### config.mk
export PLATFORM = sky130hd
export DESIGN_NAME = rlock_ctrl
export DESIGN_NICKNAME = d
export VERILOG_FILES = /design/src/rtl/rlock_pkg.sv /design/src/rtl/rlock_filter.sv /design/src/rtl/rlock_detect.sv /design/src/rtl/rlock_ctrl.sv
export SDC_FILE = /design/constraint.sdc
export NUM_CORES = 1
export LEC_CHECK = 0
export ABC_CLOCK_PERIOD_IN_PS = 3750
export BUFFER_PORTS_ARGS = -buffer_cell sky130_fd_sc_hd__buf_4
export CAP_MARGIN = 20
export CORE_MARGIN = 2
export CORE_UTILIZATION = 44
export CTS_BUF_LIST = sky130_fd_sc_hd__clkbuf_8
export DETAILED_ROUTE_END_ITERATION = 8
export SLEW_MARGIN = 20
export SYNTH_ARGS = -nofsm -noshare
export SYNTH_HDL_FRONTEND = slang
export SYNTH_SLANG_ARGS = --single-unit
### constraint.sdc
create_clock -name clk -period 3.75 [get_ports clk]
set_input_delay 0.75 -clock clk [delete_from_list [all_inputs] [get_ports clk]]
set_output_delay 0.75 -clock clk [all_outputs]
set_load 0.03 [all_outputs]
### src/rtl/rlock_pkg.sv
package rlock_pkg;
  typedef enum logic [2:0] {
    ST_IDLE,
    ST_SEEK,
    ST_NEXT,
    ST_RESTORE,
    ST_FINAL,
    ST_DONE
  } rlock_st_t;
endpackage

### src/rtl/rlock_filter.sv
// Up/down averaging counter: one decision per LEN samples of net imbalance.
module rlock_filter #(
  parameter int LEN_S = 16,
  parameter int LEN_D = 256
) (
  input  logic clk,
  input  logic rst,
  input  logic clr,
  input  logic dyn,
  input  logic sample,
  output logic dec_v,
  output logic dec_hi
);
  localparam int CW = $clog2(LEN_D) + 2;
  localparam logic signed [CW-1:0] LIM_S = CW'(LEN_S);
  localparam logic signed [CW-1:0] LIM_D = CW'(LEN_D);
  localparam logic signed [CW-1:0] ONE   = CW'(1);

  logic signed [CW-1:0] cnt, cnt_nxt, lim;

  assign lim     = dyn ? LIM_D : LIM_S;
  assign cnt_nxt = sample ? cnt + ONE : cnt - ONE;

  always_ff @(posedge clk) begin
    if (rst || clr) begin
      cnt    <= '0;
      dec_v  <= 1'b0;
      dec_hi <= 1'b0;
    end else begin
      dec_v <= 1'b0;
      if (cnt_nxt == lim) begin
        cnt    <= '0;
        dec_v  <= 1'b1;
        dec_hi <= 1'b1;
      end else if (cnt_nxt == -lim) begin
        cnt    <= '0;
        dec_v  <= 1'b1;
        dec_hi <= 1'b0;
      end else begin
        cnt <= cnt_nxt;
      end
    end
  end
endmodule

### src/rtl/rlock_detect.sv
// Tracks reversals of filtered decisions: lock on a run of reversals,
// stall when too many decisions pass without one.
module rlock_detect #(
  parameter int ALT_N = 8,
  parameter int TO_W  = 9
) (
  input  logic            clk,
  input  logic            rst,
  input  logic            clr,
  input  logic            dec_v,
  input  logic            dec_hi,
  input  logic [TO_W-1:0] stall_lim,
  output logic            lock_hit,
  output logic            stall_hit
);
  localparam int AW = $clog2(ALT_N + 1);

  logic            have_last, last_hi, rev;
  logic [AW-1:0]   alt_cnt;
  logic [TO_W-1:0] stall;

  assign rev       = have_last && (dec_hi != last_hi);
  assign lock_hit  = dec_v && rev && (alt_cnt == AW'(ALT_N - 1));
  assign stall_hit = dec_v && !rev &&
                     (({1'b0, stall} + (TO_W+1)'(1)) >= {1'b0, stall_lim});

  always_ff @(posedge clk) begin
    if (rst || clr) begin
      have_last <= 1'b0;
      last_hi   <= 1'b0;
      alt_cnt   <= '0;
      stall     <= '0;
    end else if (dec_v) begin
      have_last <= 1'b1;
      last_hi   <= dec_hi;
      if (rev) begin
        if (alt_cnt != AW'(ALT_N)) alt_cnt <= alt_cnt + AW'(1);
        stall <= '0;
      end else begin
        alt_cnt <= '0;
        if (stall != '1) stall <= stall + TO_W'(1);
      end
    end
  end
endmodule

### src/rtl/rlock_ctrl.sv
module rlock_ctrl #(
  parameter int BIAS_W = 9,
  parameter int REF_W  = 9,
  parameter int ALT_N  = 8,
  parameter int LEN_S  = 16,
  parameter int LEN_D  = 256,
  parameter int TO_W   = 9
) (
  input  logic              clk,
  input  logic              rst,
  input  logic              start_i,
  input  logic              dyn_i,
  input  logic              drop_i,
  input  logic              search_i,
  input  logic [REF_W-1:0]  init_ref_i,
  input  logic [REF_W-1:0]  step_i,
  input  logic [TO_W-1:0]   stall_lim_i,
  input  logic              cmp_i,
  output logic [BIAS_W-1:0] bias_code_o,
  output logic [REF_W-1:0]  ref_code_o,
  output logic              locked_o,
  output logic              done_o
);
  import rlock_pkg::*;

  localparam logic [BIAS_W-1:0] BIAS_MAX = '1;
  localparam logic [BIAS_W-1:0] BIAS_MID = {1'b1, {(BIAS_W-1){1'b0}}};
  localparam logic [REF_W-1:0]  REF_MAX  = '1;

  rlock_st_t        st;
  logic             dyn_q, drop_q, search_q;
  logic [REF_W-1:0] step_q, ref_q, good_ref, ref_nxt;
  logic [TO_W-1:0]  lim_q;
  logic [BIAS_W-1:0] bias_q, good_bias;
  logic             have_good, locked_q, done_q;
  logic             busy, dec_v, dec_hi, lock_hit, stall_hit, bias_up, at_rail;
  logic [REF_W:0]   ref_sum;

  assign busy = (st == ST_SEEK) || (st == ST_FINAL);

  rlock_filter #(.LEN_S(LEN_S), .LEN_D(LEN_D)) u_filt (
    .clk(clk), .rst(rst), .clr(!busy), .dyn(dyn_q), .sample(cmp_i),
    .dec_v(dec_v), .dec_hi(dec_hi)
  );

  rlock_detect #(.ALT_N(ALT_N), .TO_W(TO_W)) u_det (
    .clk(clk), .rst(rst), .clr(!busy), .dec_v(dec_v), .dec_hi(dec_hi),
    .stall_lim(lim_q), .lock_hit(lock_hit), .stall_hit(stall_hit)
  );

  // Power above reference: raise bias in through-port, lower it in drop-port.
  assign bias_up = dec_hi ^ drop_q;
  assign at_rail = bias_up ? (bias_q == BIAS_MAX) : (bias_q == '0);

  // Next reference: toward lower power (through) or higher power (drop).
  assign ref_sum = {1'b0, ref_q} + {1'b0, step_q};
  always_comb begin
    if (drop_q) ref_nxt = ref_sum[REF_W] ? REF_MAX : ref_sum[REF_W-1:0];
    else        ref_nxt = (ref_q >= step_q) ? (ref_q - step_q) : '0;
  end

  always_ff @(posedge clk) begin
    if (rst) begin
      st        <= ST_IDLE;
      dyn_q     <= 1'b0;
      drop_q    <= 1'b0;
      search_q  <= 1'b0;
      step_q    <= '0;
      lim_q     <= '0;
      ref_q     <= '0;
      bias_q    <= BIAS_MID;
      good_ref  <= '0;
      good_bias <= BIAS_MID;
      have_good <= 1'b0;
      locked_q  <= 1'b0;
      done_q    <= 1'b0;
    end else begin
      case (st)
        ST_IDLE, ST_DONE: begin
          if (start_i) begin
            dyn_q     <= dyn_i;
            drop_q    <= drop_i;
            search_q  <= search_i;
            step_q    <= step_i;
            lim_q     <= stall_lim_i;
            ref_q     <= init_ref_i;
            bias_q    <= BIAS_MID;
            have_good <= 1'b0;
            locked_q  <= 1'b0;
            done_q    <= 1'b0;
            st        <= ST_SEEK;
          end
        end
        ST_SEEK, ST_FINAL: begin
          if (dec_v) begin
            if (lock_hit) begin
              good_ref  <= ref_q;
              good_bias <= bias_q;
              have_good <= 1'b1;
              if (st == ST_FINAL || !search_q || ref_nxt == ref_q) begin
                locked_q <= 1'b1;
                done_q   <= 1'b1;
                st       <= ST_DONE;
              end else begin
                ref_q <= ref_nxt;
                st    <= ST_NEXT;
              end
            end else if (at_rail || stall_hit) begin
              if (st == ST_SEEK && have_good) begin
                st <= ST_RESTORE;
              end else begin
                done_q <= 1'b1;
                st     <= ST_DONE;
              end
            end else if (bias_up) begin
              bias_q <= bias_q + BIAS_W'(1);
            end else begin
              bias_q <= bias_q - BIAS_W'(1);
            end
          end
        end
        ST_NEXT: st <= ST_SEEK;
        ST_RESTORE: begin
          ref_q  <= good_ref;
          bias_q <= good_bias;
          st     <= ST_FINAL;
        end
        default: st <= ST_IDLE;
      endcase
    end
  end

  assign bias_code_o = bias_q;
  assign ref_code_o  = ref_q;
  assign locked_o    = locked_q;
  assign done_o      = done_q;
endmodule

==> flow_metrics.py <==
metrics = {
    "cts": {
        "cts_buffers": 9,
        "cts.sinks": 90,
        "cts_hold_buf": 0,
        "clockBufferDepth": 2,
        "worstSkewPairLatency_ns": 0.39,
        "cts-root-buf": "clkbuf_8",
        "cts_tree": "built",
        "cts_max_level": 3,
        "cts.clk_slew.worst_paths_ns": 0.09,
    },
    "sta": {
        "hold_viol": 0,
        "skew_ns": 0.01397,
        "max_freq_mhz": 281.1,
        "relSlewSlack_pct": 41.22,
        "setup_viol": 0,
        "rsz0062_at_grt": "false",
        "fin_crit_sh_pct": 94.88,
        "worst_pin_slew_ns": 0.8818,
        "finalMaxSlewViolations": 0,
        "final.min_clock_period_ns": 3.558,
        "setup_tns_ns": 0,
    },
    "critical_path": {
        "critPathLaunchType": "flip-flop",
        "crit_path_end_kind": "flip-flop",
        "worst_r2r_path_depth": 16,
        "worstPathMaxFanout": 3,
        "crit_required_ns": 4.03,
        "critical_path_class": "reg -> reg",
        "crit_arrival_ns": 3.84,
    },
    "yosys": {
        "yosys.area.top_type": "dfxtp_1",
        "syn_area_um2": 6190,
        "synthSimpleGateAreaFrac_pct": 22.80,
        "syn-num-nets": 887,
        "synth_top_family_by_area": "compound AO/OA/AOI/OAI gates",
        "synthArstFlopShare_pct": 0,
        "synthCells": 802,
        "yosysSeqAreaShare_pct": 29.11,
        "syn_area_per_cell_um2": 7.718,
        "ys_top_cells_by_count": "nand2_1, dfxtp_1, a21oi_1, nor2_1",
        "synth_top_area_share_pct": 29.11,
        "synth_cell_type_count": 75,
        "synth_compound_area_share_pct": 25.03,
        "yosys_most_used_dff": "dfxtp_1",
        "synth_xor_area_share_pct": 4.609,
        "synth-edff-count": 0,
        "synth_most_common_cell": "nand2_1",
        "ys_ff_latch": 90,
        "synth_fa_ha_area_share_pct": 10.79,
        "synth_area_leaders": "dfxtp_1, ha_1, nand2_1, a21oi_1, nor2_1",
        "yosysWarnings": 0,
        "synth_mux_area_share_pct": 2.001,
    },
    "floorplan": {
        "start_util_pct": 44.77,
        "dieHeight_um": 122.6,
        "die_area_um2": 15030,
        "fp-row-count": 43,
        "io_pins": 54,
        "die_w_um": 122.6,
        "core-area_um2": 13830,
    },
    "power": {
        "p_per_area_nw_per_um2": 503.8,
        "p_leak_nw": 3.042,
        "peakVddDrop_v": 0.0002529,
    },
    "placement": {
        "gp_congestion": 0.9309,
        "placed_cells": 1029,
        "hpwl_um": 12610,
        "portBuffers": 53,
    },
    "finish": {
        "multi_input_area_um2": 4106,
        "antenna_cells": 0,
        "drive_above_1_share_pct": 14.65,
        "fin_cells": 1047,
        "register_area_um2": 1802,
        "final_net_count": 947,
        "fillers": 1366,
        "area_growth_pct": 15.54,
        "final_util_pct": 51.72,
    },
    "global_route": {
        "grt_pass1_vias": 5797,
        "grt_overflow": 0,
        "antenna_found_initial": 0,
        "globalRouteTotalUtil_pct": 24.15,
        "grt_max_degree": 60,
        "grt_pass1_wl_um": 28750,
    },
    "flow_run": {
        "drv_cap": 0,
    },
    "routing": {
        "via_per_inst": 5.798,
        "drt-pass1-iter-count": 5,
        "routed_wirelength_um": 17530,
        "wl_per_cell_um": 16.74,
        "ant_nets": 0,
        "drt_iter0_drc": 529,
        "route.detailed.drc": 0,
        "vias": 6070,
    },
    "min_path": {
        "hp-class": "reg -> reg",
        "hold_depth": 2,
    },
    "outcome": {
        "status": "finished, final reports clean",
    },
}
==> per-layer routing <==
layer	up-vias	wire, um	global-route usage, %
met5	-	0	0
met4	0	228	6.106
met3	20	694	4.740
met2	134	8123	39.97
met1	2924	8485	32.24
li1	2992	-	-
==> cell type report <==
| class | count | share of cell area (%) |
|---|---|---|
| Clock buffer | 9 | 1.732 |
| Clock inverter | 7 | 0.7523 |
| Inverter | 48 | 2.519 |
| Multi-Input combinational cell | 625 | 57.42 |
| Sequential cell | 90 | 25.19 |
| Tap cell | 180 | 3.149 |
| Timing Repair Buffer | 88 | 9.237 |
==> state kept, by name (all words and copies together) (netlist names), 3 cells and up <==
register / count
good_ref: 9
u_det.stall: 9
good_bias: 9
lim_q: 9
u_det.alt_cnt: 4
bias_code_o: 9
step_q: 9
ref_code_o: 9
u_filt.cnt: 10
st: 3
==> worst max-delay path: stages, from the launching register on <==
cell	delay (ns)
dfxtp_1	0.33
inv_1	0.08
ha_1	0.17
inv_1	0.05
fa_1	0.40
a21o_1	0.19
a22o_1	0.24
o41ai_1	0.37
mux2i_1	0.38
o41ai_4	0.15
nor3_1	0.19
a211oi_2	0.09
buf_4	0.17
a211oi_1	0.28
buf_4	0.17
nor2_1	0.04
o21a_1	0.15
==> report_power, final <==
| part | switching [mW] | internal [mW] | total (mW) | leakage [nW] |
|---|---|---|---|---|
| registers | 0.0785 | 1.03 | 1.11 | 0.733 |
| logic | 1.06 | 0.788 | 1.85 | 2.22 |
| clock network | 0.395 | 0.248 | 0.643 | 0.0933 |
==> metrics by stage <==
step	hold slack, ns	setup WS (ns)	total power [mW]	area [um2]
2_1_floorplan	0.4312	0.3592	2.344	6190
3_3_place_gp	0.4413	0.1964	2.861	6890
3_5_place_dp	0.4460	0.08007	2.890	6890
4_1_cts	0.4596	0.09989	3.552	7068
5_1_grt	0.4773	0.01487	3.857	7152
6_report	0.4579	0.1920	3.603	7152
==> worst paths after layout <==
path	startpoint	end	slack, ns
worst max-delay path	ref_code_o[0]	done_o	0.19
worst min-delay path	good_ref[4]	good_ref[4]	0.46
worst max register to register	ref_code_o[0]	done_o	0.19
worst min register to register	good_ref[4]	good_ref[4]	0.46
==> cell usage in the layout, fill, tap and decap left out, types with 3 or more instances in the layout <==
cell type	Yosys	layout
nand2_1	102	102
o211ai_1	11	11
a31oi_1	8	8
o21a_1	9	9
a221oi_1	9	8
clkbuf_8	0	9
mux2_2	3	3
buf_4	1	88
nor4_1	12	11
mux2i_1	9	9
o311a_1	3	3
and3_1	16	16
a211oi_1	13	13
ha_1	47	45
o21bai_1	3	3
a2111oi_0	3	3
o221ai_1	3	3
o22ai_1	5	5
nor3b_1	3	3
nand2b_1	7	7
nor2_1	75	75
xor2_1	13	13
o21ai_0	32	31
nor3_1	23	23
nand3_1	14	14
o41ai_1	4	3
nor2b_1	15	15
o31ai_1	5	4
inv_1	47	48
fa_1	4	4
xnor2_1	17	17
and2_1	3	3
dfxtp_1	90	90
nand4_1	7	7
a21oi_1	75	75
a21o_1	12	12
or3_1	9	9
or2_2	5	5
a22oi_1	11	11
==> repair_timing <==
item,CTS,global route
setup buffers,0,2
endpoints found under the setup margin,0,14
gates resized for setup,0,13
==> logic make-up after synthesis <==
group / after synthesis
fa+ha+maj: 51
buf+inv: 87
xor+xnor: 31
simple gates: 300
mux: 12
flops: 90
compound gates: 231
Power figures use the tool's default switching activity.
